<file path="src/rtl/wrst_hs_pkg.sv">
`timescale 1ns/1ps
package wrst_hs_pkg;
  localparam int NPEER      = 3;
  localparam int IDX_W      = 2;
  localparam int PEER_TRACE = 0;
  localparam int PEER_FAB   = 1;
  localparam int PEER_SCAN  = 2;
  localparam int REG_W      = 32;
  // control word field positions
  localparam int F_EN_LSB   = 0;
  localparam int F_MAN_LSB  = 4;
  localparam int F_ACK_LSB  = 8;
  localparam int F_TO_LSB   = 12;

  typedef enum logic [1:0] {
    ST_IDLE = 2'd0,
    ST_WAIT = 2'd1,
    ST_GAP  = 2'd2,
    ST_HOLD = 2'd3
  } seq_state_e;
endpackage

</file>
<file path="src/rtl/wrst_hs_cnt.sv">
`timescale 1ns/1ps
module wrst_hs_cnt #(
  parameter int W = 16
) (
  input  logic         clk,
  input  logic         rst_n,
  input  logic         clr_i,
  input  logic         inc_i,
  input  logic [W-1:0] limit_i,
  output logic         done_o
);
  logic [W-1:0] cnt_q;
  logic [W:0]   cnt_plus;

  always_ff @(posedge clk or negedge rst_n) begin
    if (!rst_n)     cnt_q <= '0;
    else if (clr_i) cnt_q <= '0;
    else if (inc_i) cnt_q <= cnt_q + 1'b1;
  end

  // the current cycle is the last one once count+1 reaches the limit (limit 0 acts as 1)
  assign cnt_plus = {1'b0, cnt_q} + {{W{1'b0}}, 1'b1};
  assign done_o   = cnt_plus >= {1'b0, limit_i};
endmodule

</file>
<file path="src/rtl/wrst_hs_regs.sv">
`timescale 1ns/1ps
module wrst_hs_regs
  import wrst_hs_pkg::*;
#(
  parameter int TO_W       = 16,
  parameter int TO_DEFAULT = 64
) (
  input  logic             clk,
  input  logic             rst_n,
  input  logic             wr_i,
  input  logic             sel_i,
  input  logic [REG_W-1:0] wdata_i,
  input  logic [NPEER-1:0] ack_i,
  input  logic [NPEER-1:0] flag_set_i,
  output logic [NPEER-1:0] en_o,
  output logic [NPEER-1:0] man_o,
  output logic [TO_W-1:0]  limit_o,
  output logic [REG_W-1:0] rdata_o
);
  logic [NPEER-1:0] en_q, man_q, flags_q, flag_clr;
  logic [TO_W-1:0]  limit_q;
  logic             wr_ctrl, wr_lim;
  logic             unused_wbits;

  assign wr_ctrl      = wr_i && !sel_i;
  assign wr_lim       = wr_i && sel_i;
  assign flag_clr     = wr_ctrl ? wdata_i[F_TO_LSB +: NPEER] : '0;
  assign unused_wbits = ^wdata_i;

  always_ff @(posedge clk or negedge rst_n) begin
    if (!rst_n) begin
      en_q    <= NPEER'(1 << PEER_TRACE);
      man_q   <= '0;
      flags_q <= '0;
      limit_q <= TO_W'(TO_DEFAULT);
    end else begin
      if (wr_ctrl) begin
        en_q  <= wdata_i[F_EN_LSB  +: NPEER];
        man_q <= wdata_i[F_MAN_LSB +: NPEER];
      end
      if (wr_lim) limit_q <= wdata_i[TO_W-1:0];
      flags_q <= (flags_q & ~flag_clr) | flag_set_i;
    end
  end

  always_comb begin
    rdata_o = '0;
    if (sel_i) begin
      rdata_o[TO_W-1:0] = limit_q;
    end else begin
      rdata_o[F_EN_LSB  +: NPEER] = en_q;
      rdata_o[F_MAN_LSB +: NPEER] = man_q;
      rdata_o[F_ACK_LSB +: NPEER] = ack_i;
      rdata_o[F_TO_LSB  +: NPEER] = flags_q;
    end
  end

  assign en_o    = en_q;
  assign man_o   = man_q;
  assign limit_o = limit_q;

  // an expiry flag survives a same-cycle software clear
  a_r11_set_beats_clear: assert property (@(posedge clk) disable iff (!rst_n)
    (flag_set_i != '0) |=> ((flags_q & $past(flag_set_i)) == $past(flag_set_i)));
endmodule

</file>
<file path="src/rtl/wrst_hs_fsm.sv">
`timescale 1ns/1ps
module wrst_hs_fsm
  import wrst_hs_pkg::*;
(
  input  logic             clk,
  input  logic             rst_n,
  input  logic             warm_trig_i,
  input  logic             dbg_trig_i,
  input  logic [NPEER-1:0] ack_i,
  input  logic             fab_in_rst_i,
  input  logic [NPEER-1:0] en_i,
  input  logic             wait_done_i,
  input  logic             hold_done_i,
  output logic             wait_run_o,
  output logic             hold_run_o,
  output logic [NPEER-1:0] seq_req_o,
  output logic [NPEER-1:0] flag_set_o,
  output logic             warm_rst_o,
  output logic             dbg_rst_o
);
  seq_state_e       state_q, state_d;
  logic [IDX_W-1:0] idx_q, idx_d, hit_idx;
  logic             warm_q, warm_d, mode_warm, hit;
  logic [NPEER-1:0] eligible;

  // mode used for peer selection: in idle it comes from the trigger itself
  assign mode_warm = (state_q == ST_IDLE) ? warm_trig_i : warm_q;

  always_comb begin
    for (int p = 0; p < NPEER; p++) begin
      if (mode_warm) eligible[p] = en_i[p] && !((p == PEER_FAB) && fab_in_rst_i);
      else           eligible[p] = en_i[p] && (p == PEER_TRACE);
    end
  end

  // first eligible peer at or after the search base
  always_comb begin
    int base;
    base    = (state_q == ST_GAP) ? int'(idx_q) + 1 : 0;
    hit     = 1'b0;
    hit_idx = '0;
    for (int p = NPEER - 1; p >= 0; p--) begin
      if (p >= base && eligible[p]) begin
        hit     = 1'b1;
        hit_idx = IDX_W'(p);
      end
    end
  end

  always_comb begin
    state_d    = state_q;
    idx_d      = idx_q;
    warm_d     = warm_q;
    flag_set_o = '0;
    case (state_q)
      ST_IDLE: begin
        if (warm_trig_i || dbg_trig_i) begin
          warm_d = warm_trig_i;
          if (hit) begin
            state_d = ST_WAIT;
            idx_d   = hit_idx;
          end else begin
            state_d = ST_HOLD;
          end
        end
      end
      ST_WAIT: begin
        if (ack_i[idx_q]) begin
          state_d = ST_GAP;
        end else if (wait_done_i) begin
          state_d           = ST_GAP;
          flag_set_o[idx_q] = 1'b1;
        end
      end
      ST_GAP: begin
        if (hit) begin
          state_d = ST_WAIT;
          idx_d   = hit_idx;
        end else begin
          state_d = ST_HOLD;
        end
      end
      ST_HOLD: begin
        if (hold_done_i) state_d = ST_IDLE;
      end
      default: state_d = ST_IDLE;
    endcase
  end

  always_ff @(posedge clk or negedge rst_n) begin
    if (!rst_n) begin
      state_q <= ST_IDLE;
      idx_q   <= '0;
      warm_q  <= 1'b0;
    end else begin
      state_q <= state_d;
      idx_q   <= idx_d;
      warm_q  <= warm_d;
    end
  end

  always_comb begin
    seq_req_o = '0;
    if (state_q == ST_WAIT) seq_req_o[idx_q] = 1'b1;
  end

  assign wait_run_o = (state_q == ST_WAIT);
  assign hold_run_o = (state_q == ST_HOLD);
  assign warm_rst_o = (state_q == ST_HOLD) && warm_q;
  assign dbg_rst_o  = (state_q == ST_HOLD) && !warm_q;

  // never more than one sequencer request
  a_r2_one_peer_at_a_time: assert property (@(posedge clk) disable iff (!rst_n)
    $onehot0(seq_req_o));
  // a request never hands over directly to another peer
  a_r2_no_direct_switch: assert property (@(posedge clk) disable iff (!rst_n)
    ((seq_req_o != '0) && ($past(seq_req_o) != '0)) |-> (seq_req_o == $past(seq_req_o)));
  // requests are low while a reset output is high
  a_r6_quiet_during_reset: assert property (@(posedge clk) disable iff (!rst_n)
    (warm_rst_o || dbg_rst_o) |-> (seq_req_o == '0));
  // warm and debug reset never together
  a_r7_single_reset_kind: assert property (@(posedge clk) disable iff (!rst_n)
    !(warm_rst_o && dbg_rst_o));
endmodule

</file>
<file path="src/rtl/wrst_hs_seq.sv">
`timescale 1ns/1ps
module wrst_hs_seq
  import wrst_hs_pkg::*;
#(
  parameter int TO_W       = 16,
  parameter int TO_DEFAULT = 64,
  parameter int HOLD_CYC   = 8
) (
  input  logic                        clk,
  input  logic                        rst_n,
  input  logic                        warm_trig_i,
  input  logic                        dbg_trig_i,
  input  logic [wrst_hs_pkg::NPEER-1:0] ack_i,
  input  logic                        fab_in_rst_i,
  input  logic                        reg_wr_i,
  input  logic                        reg_sel_i,
  input  logic [wrst_hs_pkg::REG_W-1:0] reg_wdata_i,
  output logic [wrst_hs_pkg::REG_W-1:0] reg_rdata_o,
  output logic [wrst_hs_pkg::NPEER-1:0] req_o,
  output logic                        warm_rst_o,
  output logic                        dbg_rst_o
);
  localparam int HOLD_W = $clog2(HOLD_CYC + 1);

  logic [NPEER-1:0] en, man_req, seq_req, flag_set;
  logic [TO_W-1:0]  limit;
  logic             wait_run, hold_run, wait_done, hold_done;

  wrst_hs_regs #(.TO_W(TO_W), .TO_DEFAULT(TO_DEFAULT)) u_regs (
    .clk        (clk),
    .rst_n      (rst_n),
    .wr_i       (reg_wr_i),
    .sel_i      (reg_sel_i),
    .wdata_i    (reg_wdata_i),
    .ack_i      (ack_i),
    .flag_set_i (flag_set),
    .en_o       (en),
    .man_o      (man_req),
    .limit_o    (limit),
    .rdata_o    (reg_rdata_o)
  );

  wrst_hs_fsm u_fsm (
    .clk          (clk),
    .rst_n        (rst_n),
    .warm_trig_i  (warm_trig_i),
    .dbg_trig_i   (dbg_trig_i),
    .ack_i        (ack_i),
    .fab_in_rst_i (fab_in_rst_i),
    .en_i         (en),
    .wait_done_i  (wait_done),
    .hold_done_i  (hold_done),
    .wait_run_o   (wait_run),
    .hold_run_o   (hold_run),
    .seq_req_o    (seq_req),
    .flag_set_o   (flag_set),
    .warm_rst_o   (warm_rst_o),
    .dbg_rst_o    (dbg_rst_o)
  );

  // bounded wait per handshake
  wrst_hs_cnt #(.W(TO_W)) u_wait_cnt (
    .clk     (clk),
    .rst_n   (rst_n),
    .clr_i   (!wait_run),
    .inc_i   (wait_run),
    .limit_i (limit),
    .done_o  (wait_done)
  );

  // fixed reset pulse width
  wrst_hs_cnt #(.W(HOLD_W)) u_hold_cnt (
    .clk     (clk),
    .rst_n   (rst_n),
    .clr_i   (!hold_run),
    .inc_i   (hold_run),
    .limit_i (HOLD_W'(HOLD_CYC)),
    .done_o  (hold_done)
  );

  assign req_o = seq_req | man_req;

  // a written manual request shows on the pins the next cycle
  a_r9_manual_reaches_pin: assert property (@(posedge clk) disable iff (!rst_n)
    (reg_wr_i && !reg_sel_i) |=>
      ((req_o & $past(reg_wdata_i[F_MAN_LSB +: NPEER])) == $past(reg_wdata_i[F_MAN_LSB +: NPEER])));
endmodule

</file>
<file path="config.mk">
export PLATFORM = sky130hd
export DESIGN_NAME = wrst_hs_seq
export DESIGN_NICKNAME = d
export VERILOG_FILES = /design/src/rtl/wrst_hs_pkg.sv /design/src/rtl/wrst_hs_cnt.sv /design/src/rtl/wrst_hs_regs.sv /design/src/rtl/wrst_hs_fsm.sv /design/src/rtl/wrst_hs_seq.sv
export SDC_FILE = /design/constraint.sdc
export NUM_CORES = 1
export LEC_CHECK = 0
export ABC_AREA = 1
export CORE_MARGIN = 1.5
export CORE_UTILIZATION = 40
export DETAILED_ROUTE_END_ITERATION = 6
export PLACE_DENSITY = 0.68
export SLEW_MARGIN = 10
export SYNTH_ARGS = -nofsm -noshare
export SYNTH_HDL_FRONTEND = slang
export SYNTH_HIERARCHICAL = 1
export SYNTH_SLANG_ARGS = --single-unit
export TNS_END_PERCENT = 50
</file>
<file path="constraint.sdc">
create_clock -name clk -period 2.3 [get_ports clk]
set_input_delay 0.575 -clock clk [delete_from_list [all_inputs] [get_ports clk]]
set_output_delay 0.575 -clock clk [all_outputs]
set_load 0.1 [all_outputs]
</file>
==> impl_metrics.csv <==
group,metric,value,unit
run_status,status,"complete, but fails checks",
run_status,violations,"setup timing",
critical_path,crit_family,"simple AND/OR/NAND/NOR gates",
critical_path,cp-end-kind,"flip-flop",
cts,numCtsBuffers,5,
cts,insertion_delay,310,ps
cts,tritoncts,"yes",
global_routing,grt_max_degree,25,
sta,finalMaxSlewViolations,0,
yosys,yosys_warnings,6,
yosys,synth_edf_count,0,
yosys,syn-cell-area,3760,um2
sta,fmax,393.5,MHz
route,vias,3400,
sta,setup_tns,-1045,ps
critical_path,cp-start-kind,"flip-flop",
floorplanning,core,9196,um2
critical_path,worstPathCellList,"ha_4, nand2_4, nor2_4, nand2_4, inv_2, nand2_1, nand2_1, inv_1, ha_1, nand2_2, nor2_4, buf_4, nand2_1, nand4_1, nand2_2, nand3_4, nor2_4, nand3_2, a21oi_2, a21oi_1",
sta,fin_ws,-241.3,ps
yosys,ys_seq_elements,50,
yosys,synth.top_cell.area_share,31.95,%
sta,clock_skew,1.805,ps
global_routing,gr-total-overflow,0,
route,ant_nets,0,
cells_and_area,n_antenna_cell,0,
critical_path,cp_slowest_stage_delay,410,ps
power_and_ir_drop,leakagePower,2.742,nW
critical_path,cp_slowest_cell,"dfrtp_1",
critical_path,cp.arrival,2740,ps
route,drtIter0Drc,173,
route,wl_per_cell,12.76,um
yosys,yosys_most_used_dff,"dfrtp_1",
sta,min_period,2541,ps
route,routed_wl,9126,um
route,remaining_drc_errors,0,
cells_and_area,stdcell_area,5086,um2
cts,cts_buffer_depth,2,
cells_and_area,area_growth,35.27,%
sta,hold_violations,0,
yosys,ys_top_cells_by_area,"dfrtp_1 32%, nand2_1 17%, inv_1 10%, ha_1 8.7%, nand3_1 3.7%",
global_routing,grt_pass1_vias,3440,
floorplanning,dieArea,9990,um2
cts,cts_hold_buf,0,
place,gp_congestion,0.8638,
cts,clk_pin_slew,90,ps
yosys,synth_async_sr_flop_share,100.0,%
route,vias_per_cell,4.755,
place,dpl_cell_area,4679,um2
cells_and_area,utilization,55.31,%
floorplanning,die-height,99.95,um
cells_and_area,final_layout_size_suffix_gt1_share,24.83,%
cts,cts_root_buffer,"clkbuf_8",
cts,clkSinkCount,50,
floorplanning,initial_core_util,40.88,%
floorplanning,num_io_pins,79,
global_routing,grt_use_total,19.60,%
place,dpl.hpwl,6811,um
global_routing,grt_pass1_wl,15610,um
floorplanning,fp.dieW,99.95,um
yosys,synthDistinctLibCells,37,
min_path,hold_path.class,"in -> async",
power_and_ir_drop,vdd_drop_max,0.0008464,V
critical_path,crit_fanout,6,
critical_path,critPathKind,"reg -> reg",
sta,rsz0062_at_grt,"yes",
yosys,syn_area_per_cell,7.175,um2
yosys,yosysSeqAreaShare,33.34,%
power_and_ir_drop,power_density,772.1,nW/um2
sta,setup_violations,5,
job,max-cap-violations,0,
floorplanning,fp-row-count,35,
critical_path,cp-startpoint,"u_wait_cnt/cnt_q[0]",
yosys,synth_cells,524,
cells_and_area,nets,671,
cts,htreeDepth,2,
global_routing,antenna_found_initial,0,
route,firstDrtPassIters,4,
critical_path,reg2reg_from,"u_wait_cnt/cnt_q[0]",
yosys,yosysTopAreaCell,"dfrtp_1",
sta,period_share,110.5,%
place,port_buffers,46,
critical_path,worstPathRequired,2500,ps
critical_path,critPathBufInv,3,
-- placed cells by master, fill, tap and decap left out, drive strengths merged, types with 3 or more instances in the layout --
cell           instances
clkdlybuf4s50         23
xnor2                  4
inv                  105
nor2                  35
clkbuf                 6
conb                  20
nand4                  5
nand3                 35
dfrtp                 48
o22ai                  8
a22o                   3
o21ai                 24
nor3                   8
xor2                   6
a21oi                  5
ha                    26
buf                   55
nand2                174
-- power breakdown --
group / internal [W] / switching [W]
combinational: 0.000654 / 0.00136
sequential: 0.000996 / 0.000146
clock: 0.000464 / 0.000307
total: 0.00211 / 0.00181
-- kinds of logic after synthesis --
| family | share of synthesized area (%) |
|---|---|
| buffers and inverters | 16.11 |
| AO/OA/AOI/OAI | 7.621 |
| AND/OR/NAND/NOR | 31.25 |
| adder cells (fa/ha/maj) | 8.652 |
| flip-flops | 33.34 |
| other | 0.2995 |
| XOR/XNOR | 2.729 |
-- cell type report --
| type | instances | area, um2 |
|---|---|---|
| fill | 830 | 4110 |
| multi-input combinational | 359 | 2165 |
| sequential | 50 | 1257 |
| timing repair buffer | 80 | 973.4 |
| inverter | 107 | 409.1 |
| tap | 111 | 138.9 |
| clock buffer | 6 | 82.58 |
| clock inverter | 2 | 60.06 |
-- registers in the layout (all words and copies together), names as in the netlist --
register / count
u_regs/man_o: 3
u_wait_cnt/cnt_q: 16
u_fsm/idx_q: 2
u_regs/en_o: 3
u_fsm/warm_q: 1
u_hold_cnt/cnt_q: 4
u_regs/limit_o: 16
u_regs/flags_q: 3
u_fsm/state_q: 2
-- per-layer routing --
metal	GRT usage, %	vias to the layer above	wire length, um
li1	-	1715	-
met1	24.02	1587	3833
met2	34.85	81	4763
met3	2.577	17	350
met4	7.801	0	177
met5	0	-	0
-- per-stage QoR --
step	power [W]	hold WS [ps]	setup WS (ps)	instances
3_3_place_gp	0.003033	459.7	-225.7	699
6_report	0.003927	185.4	-241.3	715
2_1_floorplan	0.002511	279.4	-71.71	541
4_1_cts	0.003912	193.5	-244.4	712
5_1_grt	0.004174	209.0	-397.8	715
3_5_place_dp	0.003077	466.7	-310.8	699
-- worst paths after layout --
kind / end / slack, ps / cells after the start
setup / recovery: u_fsm/state_q[1] / -240 / 20
hold / removal: u_wait_cnt/cnt_q[8] / 190 / 1
setup reg to reg: u_fsm/state_q[1] / -240 / 20
hold reg to reg: u_regs/flags_q[1] / 490 / 2
max in group asynchronous: u_fsm/state_q[1] / 1430 / 2
min in group clk: u_regs/flags_q[1] / 490 / 2
-- cells in the mapped netlist (2+ instances only) --
library cell / number
o21ai_1: 7
o22ai_1: 8
dfstp_2: 2
xnor2_1: 2
o21ai_2: 12
inv_1: 100
nor2_2: 5
clkinv_1: 2
nor3_1: 8
buf_6: 5
nand3_1: 28
nor2_1: 24
conb_1: 3
inv_2: 3
xor2_1: 6
o21ai_0: 5
dfrtp_1: 48
a22o_1: 2
inv_4: 2
nand2_1: 166
buf_2: 3
ha_1: 26
a21oi_1: 4
xnor2_2: 2
nand2_2: 7
nand3_2: 7
or2_1: 2
nand4_1: 5
nor2_4: 6
buf_4: 17
-- timing repair --
item,CTS,global route
gates cloned,1,0
gates resized for setup,23,22
setup endpoints to repair,17,8
pin swaps,20,9
buffers inserted,4,3
(Power assumes the default switching activity.)
